## config.mk

```make
export PLATFORM = sky130hd
export DESIGN_NAME = bpar_lane_guard
export DESIGN_NICKNAME = d
export VERILOG_FILES = /design/src/rtl/bpar_pkg.sv /design/src/rtl/bpar_lane_gen.sv /design/src/rtl/bpar_lane_cmp.sv /design/src/rtl/bpar_chk_fsm.sv /design/src/rtl/bpar_lane_guard.sv
export SDC_FILE = /design/constraint.sdc
export NUM_CORES = 1
export LEC_CHECK = 0
export BUFFER_PORTS_ARGS = -buffer_cell sky130_fd_sc_hd__clkbuf_2
export CORE_UTILIZATION = 34
export DETAILED_ROUTE_END_ITERATION = 10
export GPL_TIMING_DRIVEN = 0
export PLACE_DENSITY = 0.77
export SLEW_MARGIN = 20
export SYNTH_ARGS = -nofsm -noshare
export SYNTH_HDL_FRONTEND = slang
export SYNTH_SLANG_ARGS = --single-unit
```

## constraint.sdc

```tcl
create_clock -name clk -period 1.95 [get_ports clk]
set_input_delay 0.2925 -clock clk [delete_from_list [all_inputs] [get_ports clk]]
set_output_delay 0.2925 -clock clk [all_outputs]
set_load 0.01 [all_outputs]
```

## src/rtl/bpar_pkg.sv

```systemverilog
package bpar_pkg;

    // Checker state: QUIET = no error reported, FLAG = error pulse active
    typedef enum logic {
        ST_QUIET = 1'b0,
        ST_FLAG  = 1'b1
    } chk_state_e;

endpackage

```

## src/rtl/bpar_lane_gen.sv

```systemverilog
module bpar_lane_gen #(
    parameter int LANES  = 4,
    parameter int LANE_W = 8
) (
    input  logic [LANES*LANE_W-1:0] data,
    output logic [LANES-1:0]        par
);

    // Even parity per lane: reduction XOR of the lane's bits
    for (genvar g = 0; g < LANES; g++) begin : g_lane
        assign par[g] = ^data[g*LANE_W +: LANE_W];
    end

endmodule

```

## src/rtl/bpar_lane_cmp.sv

```systemverilog
module bpar_lane_cmp #(
    parameter int LANES = 4
) (
    input  logic [LANES-1:0] calc_par,
    input  logic [LANES-1:0] rx_par,
    input  logic [LANES-1:0] en_n,
    output logic [LANES-1:0] miss
);

    // A lane misses only if enabled and its received bit disagrees
    for (genvar g = 0; g < LANES; g++) begin : g_cmp
        assign miss[g] = ~en_n[g] & (calc_par[g] ^ rx_par[g]);
    end

endmodule

```

## src/rtl/bpar_chk_fsm.sv

```systemverilog
module bpar_chk_fsm
    import bpar_pkg::*;
#(
    parameter int LANES = 4
) (
    input  logic             clk,
    input  logic             rst,
    input  logic             sample,
    input  logic [LANES-1:0] miss,
    output logic             pchk_n,
    output logic [LANES-1:0] lane_err
);

    chk_state_e       state_q;
    chk_state_e       state_d;
    logic [LANES-1:0] lane_err_q;
    logic             hit;

    assign hit = sample && (|miss);

    // State register
    always_ff @(posedge clk) begin
        if (rst) begin
            state_q <= ST_QUIET;
        end else begin
            state_q <= state_d;
        end
    end

    // Next-state logic: idle, go_flag, re_flag, clear
    always_comb begin
        state_d = state_q;
        unique case (state_q)
            ST_QUIET: state_d = hit ? ST_FLAG : ST_QUIET;
            ST_FLAG:  state_d = hit ? ST_FLAG : ST_QUIET;
            default:  state_d = ST_QUIET;
        endcase
    end

    // Lane vector captured alongside the state
    always_ff @(posedge clk) begin
        if (rst) begin
            lane_err_q <= '0;
        end else if (hit) begin
            lane_err_q <= miss;
        end else begin
            lane_err_q <= '0;
        end
    end

    // Outputs decoded from the state
    always_comb begin
        unique case (state_q)
            ST_FLAG: begin
                pchk_n   = 1'b0;
                lane_err = lane_err_q;
            end
            default: begin
                pchk_n   = 1'b1;
                lane_err = '0;
            end
        endcase
    end

endmodule

```

## src/rtl/bpar_lane_guard.sv

```systemverilog
module bpar_lane_guard #(
    parameter int LANES  = 4,
    parameter int LANE_W = 8,
    localparam int DW    = LANES * LANE_W
) (
    input  logic             clk,
    input  logic             rst,
    input  logic             cyc_write,
    input  logic [LANES-1:0] lane_en_n,
    input  logic [DW-1:0]    bus_d,
    input  logic [LANES-1:0] bus_p_in,
    input  logic             rdy_n,
    output logic [LANES-1:0] bus_p_out,
    output logic             bus_p_oe,
    output logic             pchk_n,
    output logic [LANES-1:0] lane_err
);

    logic [LANES-1:0] calc_par;
    logic [LANES-1:0] miss;
    logic             rd_sample;

    bpar_lane_gen #(.LANES(LANES), .LANE_W(LANE_W)) u_gen (
        .data (bus_d),
        .par  (calc_par)
    );

    bpar_lane_cmp #(.LANES(LANES)) u_cmp (
        .calc_par (calc_par),
        .rx_par   (bus_p_in),
        .en_n     (lane_en_n),
        .miss     (miss)
    );

    assign rd_sample = ~rdy_n & ~cyc_write;

    bpar_chk_fsm #(.LANES(LANES)) u_fsm (
        .clk      (clk),
        .rst      (rst),
        .sample   (rd_sample),
        .miss     (miss),
        .pchk_n   (pchk_n),
        .lane_err (lane_err)
    );

    assign bus_p_out = calc_par;
    assign bus_p_oe  = cyc_write & ~rst;

endmodule

```

==> impl_metrics.env, run 1 <==
export IMPL_timing_critical_path_from="bus_d[11]"
export IMPL_holdCritPathClass="input pin to flip-flop"
export IMPL_detail_route_vias_per_cell=4.287
export IMPL_die_width_um=40.85
export IMPL_cts_tree="built"
export IMPL_place_gp_congestion=0.6172
export IMPL_vias=553
export IMPL_grt_total_usage=0.1385
export IMPL_boundaryPins=54
export IMPL_dieArea_um2=1668
export IMPL_synth_cell_type_count=13
export IMPL_clock_sinks=5
export IMPL_num_nets_final=159
export IMPL_synth_area_per_cell_um2=9.000
export IMPL_worst_ep_arrival_time_ns=1.68
export IMPL_final_common_cell="sky130_fd_sc_hd__clkbuf_2"
export IMPL_gr_usage_met1=0.1093
export IMPL_total_count_of_max_transition_violations_in_the_final_report=0
export IMPL_fillers=129
export IMPL_grt_setup_unrepaired="false"
export IMPL_cts_post_setup_buffers_inserted=0
export IMPL_timing_max_slew_rel_slack=0.7525
export IMPL_portBuffers=53
export IMPL_mappedNetlistArea_um2=513.0
export IMPL_grt_first_pass_wirelength_um=1518
export IMPL_layout_cells_sized_above_1=0.5351
export IMPL_postRouteWirelength_um=1095
export IMPL_die_h_um=40.85
export IMPL_h_tree_depth=1
export IMPL_critical_path_peak_fanout=2
export IMPL_end_kind="flip-flop"
export IMPL_post_route_period_util=0.7982
export IMPL_status="completed"
export IMPL_transition_time_at_the_pin_with_the_least_slew_margin_ns=0.3684
export IMPL_syn_inst=57
export IMPL_number_of_hold_slack_violations_in_the_final_timing_report=0
export IMPL_globalRoute_busiestLayer="met2"
export IMPL_cellLeakagePower_nw=0.4142
export IMPL_drt_pass1_iterations=2
export IMPL_ir_worst_vdd_uv=282.3
export IMPL_synth_seq_area_share=0.1951
export IMPL_antenna_found_initial=0
export IMPL_placeableCoreArea_um2=1350
export IMPL_globalRouteMet2Util=0.2930
export IMPL_postRouteAntennaNets=0
export IMPL_drv_max_cap_violation_count=0
export IMPL_tritoncts_num_buffers=3
export IMPL_floorplan_rows=13
export IMPL_startpoint_type="input pin"
export IMPL_grt_util_met3=0.03261
export IMPL_ys_ff_latch=5
export IMPL_post_cts_resized=0
export IMPL_yosysWarnings=0
export IMPL_crit_type="input pin to flip-flop"
export IMPL_n_antenna_cell=0
export IMPL_hold_buffers=0
export IMPL_post_synthesis_net_count=101
export IMPL_number_of_global_route_vias_before_repair=453
export IMPL_critical_path_required_ns=2.07
export IMPL_cts_root_buffer_cell="sky130_fd_sc_hd__clkbuf_4"
export IMPL_grt_max_degree=6
export IMPL_syn2layout_area_growth_pct=60.49
export IMPL_setup_tns_ns=0
export IMPL_initial_core_util=0.3800
export IMPL_power_per_cell_area_nw_per_um2=592.3
export IMPL_cts_root_to_sink_buffers=2
export IMPL_remaining_drc_errors=0
export IMPL_cts_reportedPaths_clkPinSlew_ns=0.04
export IMPL_grt_overflow=0
export IMPL_timing_final_crit_period_ns=1.557
export IMPL_finalInstanceArea_um2=823.3
export IMPL_drt_initial_drc_count=1
export IMPL_hold_start="rdy_n"
export IMPL_placement_cell_area_um2=797.0
export IMPL_setup_viol=0
export IMPL_most_used_cells_in_the_layout_excluding_fill_and_tap_cells="sky130_fd_sc_hd__clkbuf_2 (53), sky130_fd_sc_hd__xnor2_1 (24), sky130_fd_sc_hd__and2_1 (6)"
export IMPL_fmaxAchievable_mhz=642.4
export IMPL_route_detailed_wl_per_inst_um=8.488
==> flip-flops by register name, indices dropped and copies added, names as in the netlist <==
register,count
u_fsm.lane_err_q,4
u_fsm.state_q,1
==> worst max-delay path, stage by stage <==
cell                       delay, ns
sky130_fd_sc_hd__clkbuf_2       0.08
sky130_fd_sc_hd__xor2_1         0.16
sky130_fd_sc_hd__xnor2_1        0.13
sky130_fd_sc_hd__xnor2_1        0.24
sky130_fd_sc_hd__mux2_1         0.37
sky130_fd_sc_hd__o41a_1         0.40
==> stage by stage <==
stage / setup slack [ns] / power (mW) / hold slack (ns) / utilization / std cells
2_1_floorplan: 0.1833 / 0.2750 / 0.4853 / - / 57
3_3_place_gp: 0.1616 / 0.3674 / 0.5946 / 0.5904 / 125
6_report: 0.3934 / 0.4876 / 0.3447 / 0.6098 / 129
3_5_place_dp: 0.1435 / 0.3739 / 0.5998 / 0.5904 / 125
5_1_grt: 0.2824 / 0.5223 / 0.3611 / 0.6098 / 129
4_1_cts: 0.3909 / 0.4951 / 0.3468 / 0.6098 / 129
==> area by class of cell <==
cell class,count,area (um2),area share
Tap cell,15,18.77,0.02280
Timing Repair Buffer,53,265.3,0.3222
Sequential cell,5,100.1,0.1216
Clock buffer,4,26.28,0.03191
Inverter,1,3.754,0.004559
Multi-Input combinational cell,51,409.1,0.4970
==> kinds of logic after synthesis <==
family                    after synthesis  share of synthesized area
muxes                                   4                    0.09511
buffers and inverters                   1                   0.007310
and+or+nand+nor                        18                     0.2024
DFF                                     5                     0.1951
AOI/OAI and AO/OA                       1                    0.02195
xor gates and xnor gates               28                     0.4780
==> final timing paths <==
path / to / slack, ns / cells after the start
setup / recovery: u_fsm.state_q / 0.39 / 6
hold / removal: u_fsm.state_q / 0.34 / 3
==> synthesized netlist by cell type <==
cell type                 count  area, um2
sky130_fd_sc_hd__mux2_2       2      22.52
sky130_fd_sc_hd__and2_2       2      15.01
sky130_fd_sc_hd__xnor2_1     24      210.2
sky130_fd_sc_hd__and2_1       6      37.54
sky130_fd_sc_hd__xor2_1       4      35.03
sky130_fd_sc_hd__o41a_1       1      11.26
sky130_fd_sc_hd__nor2_1       4      15.01
sky130_fd_sc_hd__mux2_1       1      11.26
sky130_fd_sc_hd__dfxtp_1      5      100.1
sky130_fd_sc_hd__inv_1        1      3.750
sky130_fd_sc_hd__nor2b_1      5      31.28
sky130_fd_sc_hd__nor3_1       1      5.000
sky130_fd_sc_hd__mux2_4       1      15.01
==> layer usage <==
metal / vias to the layer above / share of wire / routed length, um
met5: - / 0 / 0
met4: 0 / 0 / 0
met3: 0 / 0.058 / 64
met2: 22 / 0.62 / 674
met1: 238 / 0.33 / 356
li1: 293 / - / -
==> where the power goes <==
part,internal (mW),switching (mW),total (mW),leakage (nW)
Combinational,0.146,0.115,0.261,0.359
Sequential,0.107,0.00177,0.109,0.0405
Clock,0.0773,0.0407,0.118,0.0150
(Power assumes the default switching activity.)
==> run 2, diff against run 1 <==
==> constraint.sdc (replaced) <==
create_clock -name clk -period 1.6 [get_ports clk]
set_input_delay 0.24 -clock clk [delete_from_list [all_inputs] [get_ports clk]]
set_output_delay 0.24 -clock clk [all_outputs]
set_load 0.01 [all_outputs]
==> run 2 against run 1 <==
Clock power up 26%. Sequential share of layout area fell by 1.4 points. Critical path type unchanged. Combinational power up 50%. Highest routed layer is now met4. Largest power group unchanged.
==> impl_metrics.env, run 2 (same netlist as run 1, synthesis figures left out) <==
export IMPL_status="completed"
export IMPL_syn2layout_area_growth_pct=80.98
export IMPL_setup_viol=0
export IMPL_place_gp_congestion=0.5854
export IMPL_cellLeakagePower_nw=0.4756
export IMPL_end_kind="flip-flop"
export IMPL_setup_slack_ns=0.1041
export IMPL_vias=564
export IMPL_placement_setup_worst_slack_ns=-0.1634
export IMPL_timing_max_slew_rel_slack=0.7323
export IMPL_layout_cells_sized_above_1=0.6316
export IMPL_postRouteWirelength_um=1114
export IMPL_hold_slack_ns=0.2941
export IMPL_postRouteAntennaNets=0
export IMPL_initial_core_util=0.3800
export IMPL_power_per_cell_area_nw_per_um2=726.0
export IMPL_portBuffers=53
export IMPL_crit_type="input pin to flip-flop"
export IMPL_worst_ep_arrival_time_ns=1.62
export IMPL_hold_depth=3
export IMPL_fillers=118
export IMPL_post_route_period_util=0.9350
export IMPL_cts_tree="built"
export IMPL_core_utilization_of_the_finished_layout=0.6877
export IMPL_post_layout_nonfiller_instances=129
export IMPL_largest_register_ffs=4
export IMPL_grt_setup_unrepaired="false"
export IMPL_cts_root_to_sink_buffers=2
export IMPL_transition_time_at_the_pin_with_the_least_slew_margin_ns=0.3984
export IMPL_register_ranked_first_by_flip_flop_count="u_fsm.lane_err_q"
export IMPL_total_count_of_max_transition_violations_in_the_final_report=0
export IMPL_n_antenna_cell=0
export IMPL_finalInstanceArea_um2=928.4
export IMPL_remaining_drc_errors=0
export IMPL_die_h_um=40.85
export IMPL_die_width_um=40.85
export IMPL_h_tree_depth=1
export IMPL_hold_buffers=0
export IMPL_critical_path_peak_fanout=2
export IMPL_timing_final_crit_period_ns=1.496
export IMPL_placeableCoreArea_um2=1350
export IMPL_grt_overflow=0
export IMPL_grt_first_pass_wirelength_um=1518
export IMPL_placed_cells=125
export IMPL_placement_cell_area_um2=902.1
export IMPL_drt_pass1_iterations=1
export IMPL_total_power_uw=674.0
export IMPL_number_of_hold_slack_violations_in_the_final_timing_report=0
export IMPL_critical_path_required_ns=1.73
export IMPL_most_used_cells_in_the_layout_excluding_fill_and_tap_cells="sky130_fd_sc_hd__clkbuf_2 (53), sky130_fd_sc_hd__xnor2_1 (15), sky130_fd_sc_hd__xnor2_2 (8)"
export IMPL_antenna_found_initial=0
export IMPL_floorplan_rows=13
export IMPL_ir_worst_vdd_uv=343.9
export IMPL_cts_root_buffer_cell="sky130_fd_sc_hd__clkbuf_4"
export IMPL_cts_post_setup_buffers_inserted=0
export IMPL_dieArea_um2=1668
export IMPL_cts_reportedPaths_clkPinSlew_ns=0.04
export IMPL_grt_total_usage=0.1416
export IMPL_tritoncts_num_buffers=3
export IMPL_post_cts_resized=0
export IMPL_detail_route_vias_per_cell=4.372
export IMPL_drv_max_cap_violation_count=0
export IMPL_clock_sinks=5
export IMPL_setup_tns_ns=0
export IMPL_num_nets_final=159
export IMPL_drt_initial_drc_count=0
export IMPL_holdCritPathClass="input pin to flip-flop"
export IMPL_grt_max_degree=6
export IMPL_boundaryPins=54
export IMPL_startpoint_type="input pin"
export IMPL_number_of_global_route_vias_before_repair=457
export IMPL_layout_top_registers="u_fsm.lane_err_q (4), u_fsm.state_q (1)"
export IMPL_fmaxAchievable_mhz=668.5
export IMPL_final_common_cell="sky130_fd_sc_hd__clkbuf_2"
export IMPL_route_detailed_wl_per_inst_um=8.636
==> run 2: cell counts in the layout (fill, tap and decap cells not counted) <==
Identical to the previous run, type by type.
==> run 2: power breakdown <==
part / total [mW] / leakage [nW] / switching, mW / internal, mW
Sequential: 0.133 / 0.0405 / 0.00217 / 0.131
Combinational: 0.392 / 0.420 / 0.166 / 0.226
Clock: 0.149 / 0.0150 / 0.0545 / 0.0944
==> run 2: path summary, 6_finish.rpt <==
path | from | endpoint
max | bus_d[6] | u_fsm.state_q
min | rdy_n | u_fsm.state_q
==> run 2: per-layer routing <==
layer | share of wire | GRT usage
met5 | 0 | 0
met2 | 0.62 | 0.3320
met4 | 0.014 | 0.07500
met3 | 0.091 | 0.03261
met1 | 0.28 | 0.08497
==> run 2: layout make-up <==
class	instances	area (um2)	share of cell area
clock buffers	4	26.28	0.02830
inverters	1	3.754	0.004043
multi-input cells	51	514.2	0.5539
flip-flops and latches	5	100.1	0.1078
well taps	15	18.77	0.02022
repair buffers	53	265.3	0.2857
==> run 2: critical path: stages <==
cell	delay (ns)
sky130_fd_sc_hd__clkbuf_2	0.09
sky130_fd_sc_hd__xnor2_1	0.13
sky130_fd_sc_hd__xnor2_1	0.28
sky130_fd_sc_hd__xnor2_2	0.17
sky130_fd_sc_hd__mux2_2	0.36
sky130_fd_sc_hd__o41a_1	0.36
==> run 3, diff against run 2 <==
--- a/config.mk
+++ b/config.mk
@@ -8,7 +8,7 @@
 export BUFFER_PORTS_ARGS = -buffer_cell sky130_fd_sc_hd__clkbuf_2
 export CORE_UTILIZATION = 34
 export DETAILED_ROUTE_END_ITERATION = 10
-export GPL_TIMING_DRIVEN = 0
+export GPL_TIMING_DRIVEN = 1
 export PLACE_DENSITY = 0.77
 export SLEW_MARGIN = 20
 export SYNTH_ARGS = -nofsm -noshare
==> run 3 against run 2 <==
Combinational power rose by 8.2%. Core utilization rose by 1.1 points. Global-route usage fell by 0.43 points. Worst setup slack improved by 0.023 ns. Design area rose by 1.6%. Die area did not move. Sequential power barely moved. Wire length fell by 3.3%. Critical path type unchanged. Largest power group unchanged.
==> impl_metrics.env, run 3 (same netlist as run 1, synthesis figures left out) <==
export IMPL_status="completed"
export IMPL_cts_post_setup_buffers_inserted=0
export IMPL_core_utilization_of_the_finished_layout=0.6988
export IMPL_syn2layout_area_growth_pct=83.90
export IMPL_route_detailed_wl_per_inst_um=8.221
export IMPL_timing_max_slew_rel_slack=0.7568
export IMPL_h_tree_depth=1
export IMPL_clock_sinks=5
export IMPL_number_of_hold_slack_violations_in_the_final_timing_report=0
export IMPL_grt_overflow=0
export IMPL_vias=565
export IMPL_final_common_cell="sky130_fd_sc_hd__clkbuf_2"
export IMPL_timing_final_crit_period_ns=1.473
export IMPL_cts_root_buffer_cell="sky130_fd_sc_hd__clkbuf_4"
export IMPL_worst_ep_arrival_time_ns=1.60
export IMPL_hold_depth=3
export IMPL_number_of_global_route_vias_before_repair=443
export IMPL_drt_pass1_iterations=2
export IMPL_dieArea_um2=1668
export IMPL_floorplan_rows=13
export IMPL_most_used_cells_in_the_layout_excluding_fill_and_tap_cells="sky130_fd_sc_hd__clkbuf_2 (53), sky130_fd_sc_hd__xnor2_1 (15), sky130_fd_sc_hd__xnor2_2 (8)"
export IMPL_layout_cells_sized_above_1=0.6379
export IMPL_drt_initial_drc_count=1
export IMPL_grt_total_usage=0.1372
export IMPL_power_per_cell_area_nw_per_um2=743.2
export IMPL_critical_path_peak_fanout=2
export IMPL_remaining_drc_errors=0
export IMPL_layout_top_registers="u_fsm.lane_err_q (4), u_fsm.state_q (1)"
export IMPL_drv_max_cap_violation_count=0
export IMPL_postRouteAntennaNets=0
export IMPL_multi_input_comb_area_um2=514.2
export IMPL_cellLeakagePower_nw=0.4852
export IMPL_largest_register_ffs=4
export IMPL_placeableCoreArea_um2=1350
export IMPL_antenna_found_initial=0
export IMPL_post_route_period_util=0.9204
export IMPL_place_gp_congestion=0.6050
export IMPL_cpMostUsedCell="sky130_fd_sc_hd__xnor2_2"
export IMPL_grt_max_degree=6
export IMPL_n_antenna_cell=0
export IMPL_detail_route_vias_per_cell=4.313
export IMPL_finalInstanceArea_um2=943.4
export IMPL_critical_path_max_stage_delay_ns=0.41
export IMPL_end_kind="flip-flop"
export IMPL_critical_path_required_ns=1.72
export IMPL_boundaryPins=54
export IMPL_holdCritPathClass="input pin to flip-flop"
export IMPL_critical_path_cell_chain="clkbuf_2 -> xor2_4 -> xnor2_2 -> xnor2_2 -> mux2_4 -> o41a_1"
export IMPL_register_ranked_first_by_flip_flop_count="u_fsm.lane_err_q"
export IMPL_die_width_um=40.85
export IMPL_tritoncts_num_buffers=3
export IMPL_hold_buffers=0
export IMPL_grt_first_pass_wirelength_um=1462
export IMPL_grt_setup_unrepaired="false"
export IMPL_crit_slowest_cell="sky130_fd_sc_hd__o41a_1"
export IMPL_crit_type="input pin to flip-flop"
export IMPL_ir_worst_vdd_uv=393.1
export IMPL_placement_cell_area_um2=917.1
export IMPL_setup_viol=0
export IMPL_portBuffers=53
export IMPL_cts_reportedPaths_clkPinSlew_ns=0.04
export IMPL_seq_area_um2=100.1
export IMPL_fmaxAchievable_mhz=679.0
export IMPL_startpoint_type="input pin"
export IMPL_postRouteWirelength_um=1077
export IMPL_cts_root_to_sink_buffers=2
export IMPL_initial_core_util=0.3800
export IMPL_fillers=109
export IMPL_die_h_um=40.85
export IMPL_cts_tree="built"
export IMPL_transition_time_at_the_pin_with_the_least_slew_margin_ns=0.3619
export IMPL_total_count_of_max_transition_violations_in_the_final_report=0
export IMPL_post_cts_resized=0
export IMPL_num_nets_final=161
export IMPL_post_dp_hpwl_um=1070
run 3: path summary, 6_finish.rpt:
path / from / slack (ns) / end
hold / removal: rdy_n / 0.29 / u_fsm.state_q
setup / recovery: bus_d[27] / 0.13 / u_fsm.state_q
run 3: layout make-up:
type	instances	share of cell area
inverter	1	0.003979
clock buffer	4	0.02785
tap	15	0.01989
multi-input combinational	51	0.5451
timing repair buffer	55	0.2971
sequential	5	0.1061
run 3: critical path, delay by kind of cell:
| kind | cells | cell delay, ns |
|---|---|---|
| buffers and inverters | 1 | 0.12 |
| AOI/OAI and AO/OA | 1 | 0.41 |
| muxes | 1 | 0.32 |
| xor gates and xnor gates | 3 | 0.52 |
run 3: through the flow:
step / worst slack [ns] / hold WS, ns / power [mW] / setup TNS (ns) / instances
after floorplan: -0.01515 / 0.4328 / 0.4048 / -0.01515 / 57
after global placement: -0.1093 / 0.5401 / 0.5506 / -0.1093 / 127
after detailed placement: -0.1272 / 0.5433 / 0.5652 / -0.1272 / 127
after CTS: 0.1244 / 0.2883 / 0.7140 / 0 / 131
after global routing: 0.1011 / 0.2841 / 0.7486 / 0 / 131
final: 0.1273 / 0.2899 / 0.7011 / 0 / 131
run 3: power breakdown:
| part | leakage, nW | switching [mW] | internal [mW] |
|---|---|---|---|
| Sequential | 0.0405 | 0.00231 | 0.131 |
| Clock | 0.0150 | 0.0502 | 0.0942 |
| Combinational | 0.430 | 0.173 | 0.250 |
| Total | 0.485 | 0.226 | 0.475 |
run 3: routing by layer:
| metal | routed length, um | track usage |
|---|---|---|
| met4 | 10 | 0.1000 |
| met2 | 681 | 0.2813 |
| met3 | 79 | 0.03261 |
| met1 | 305 | 0.1049 |
| met5 | 0 | 0 |
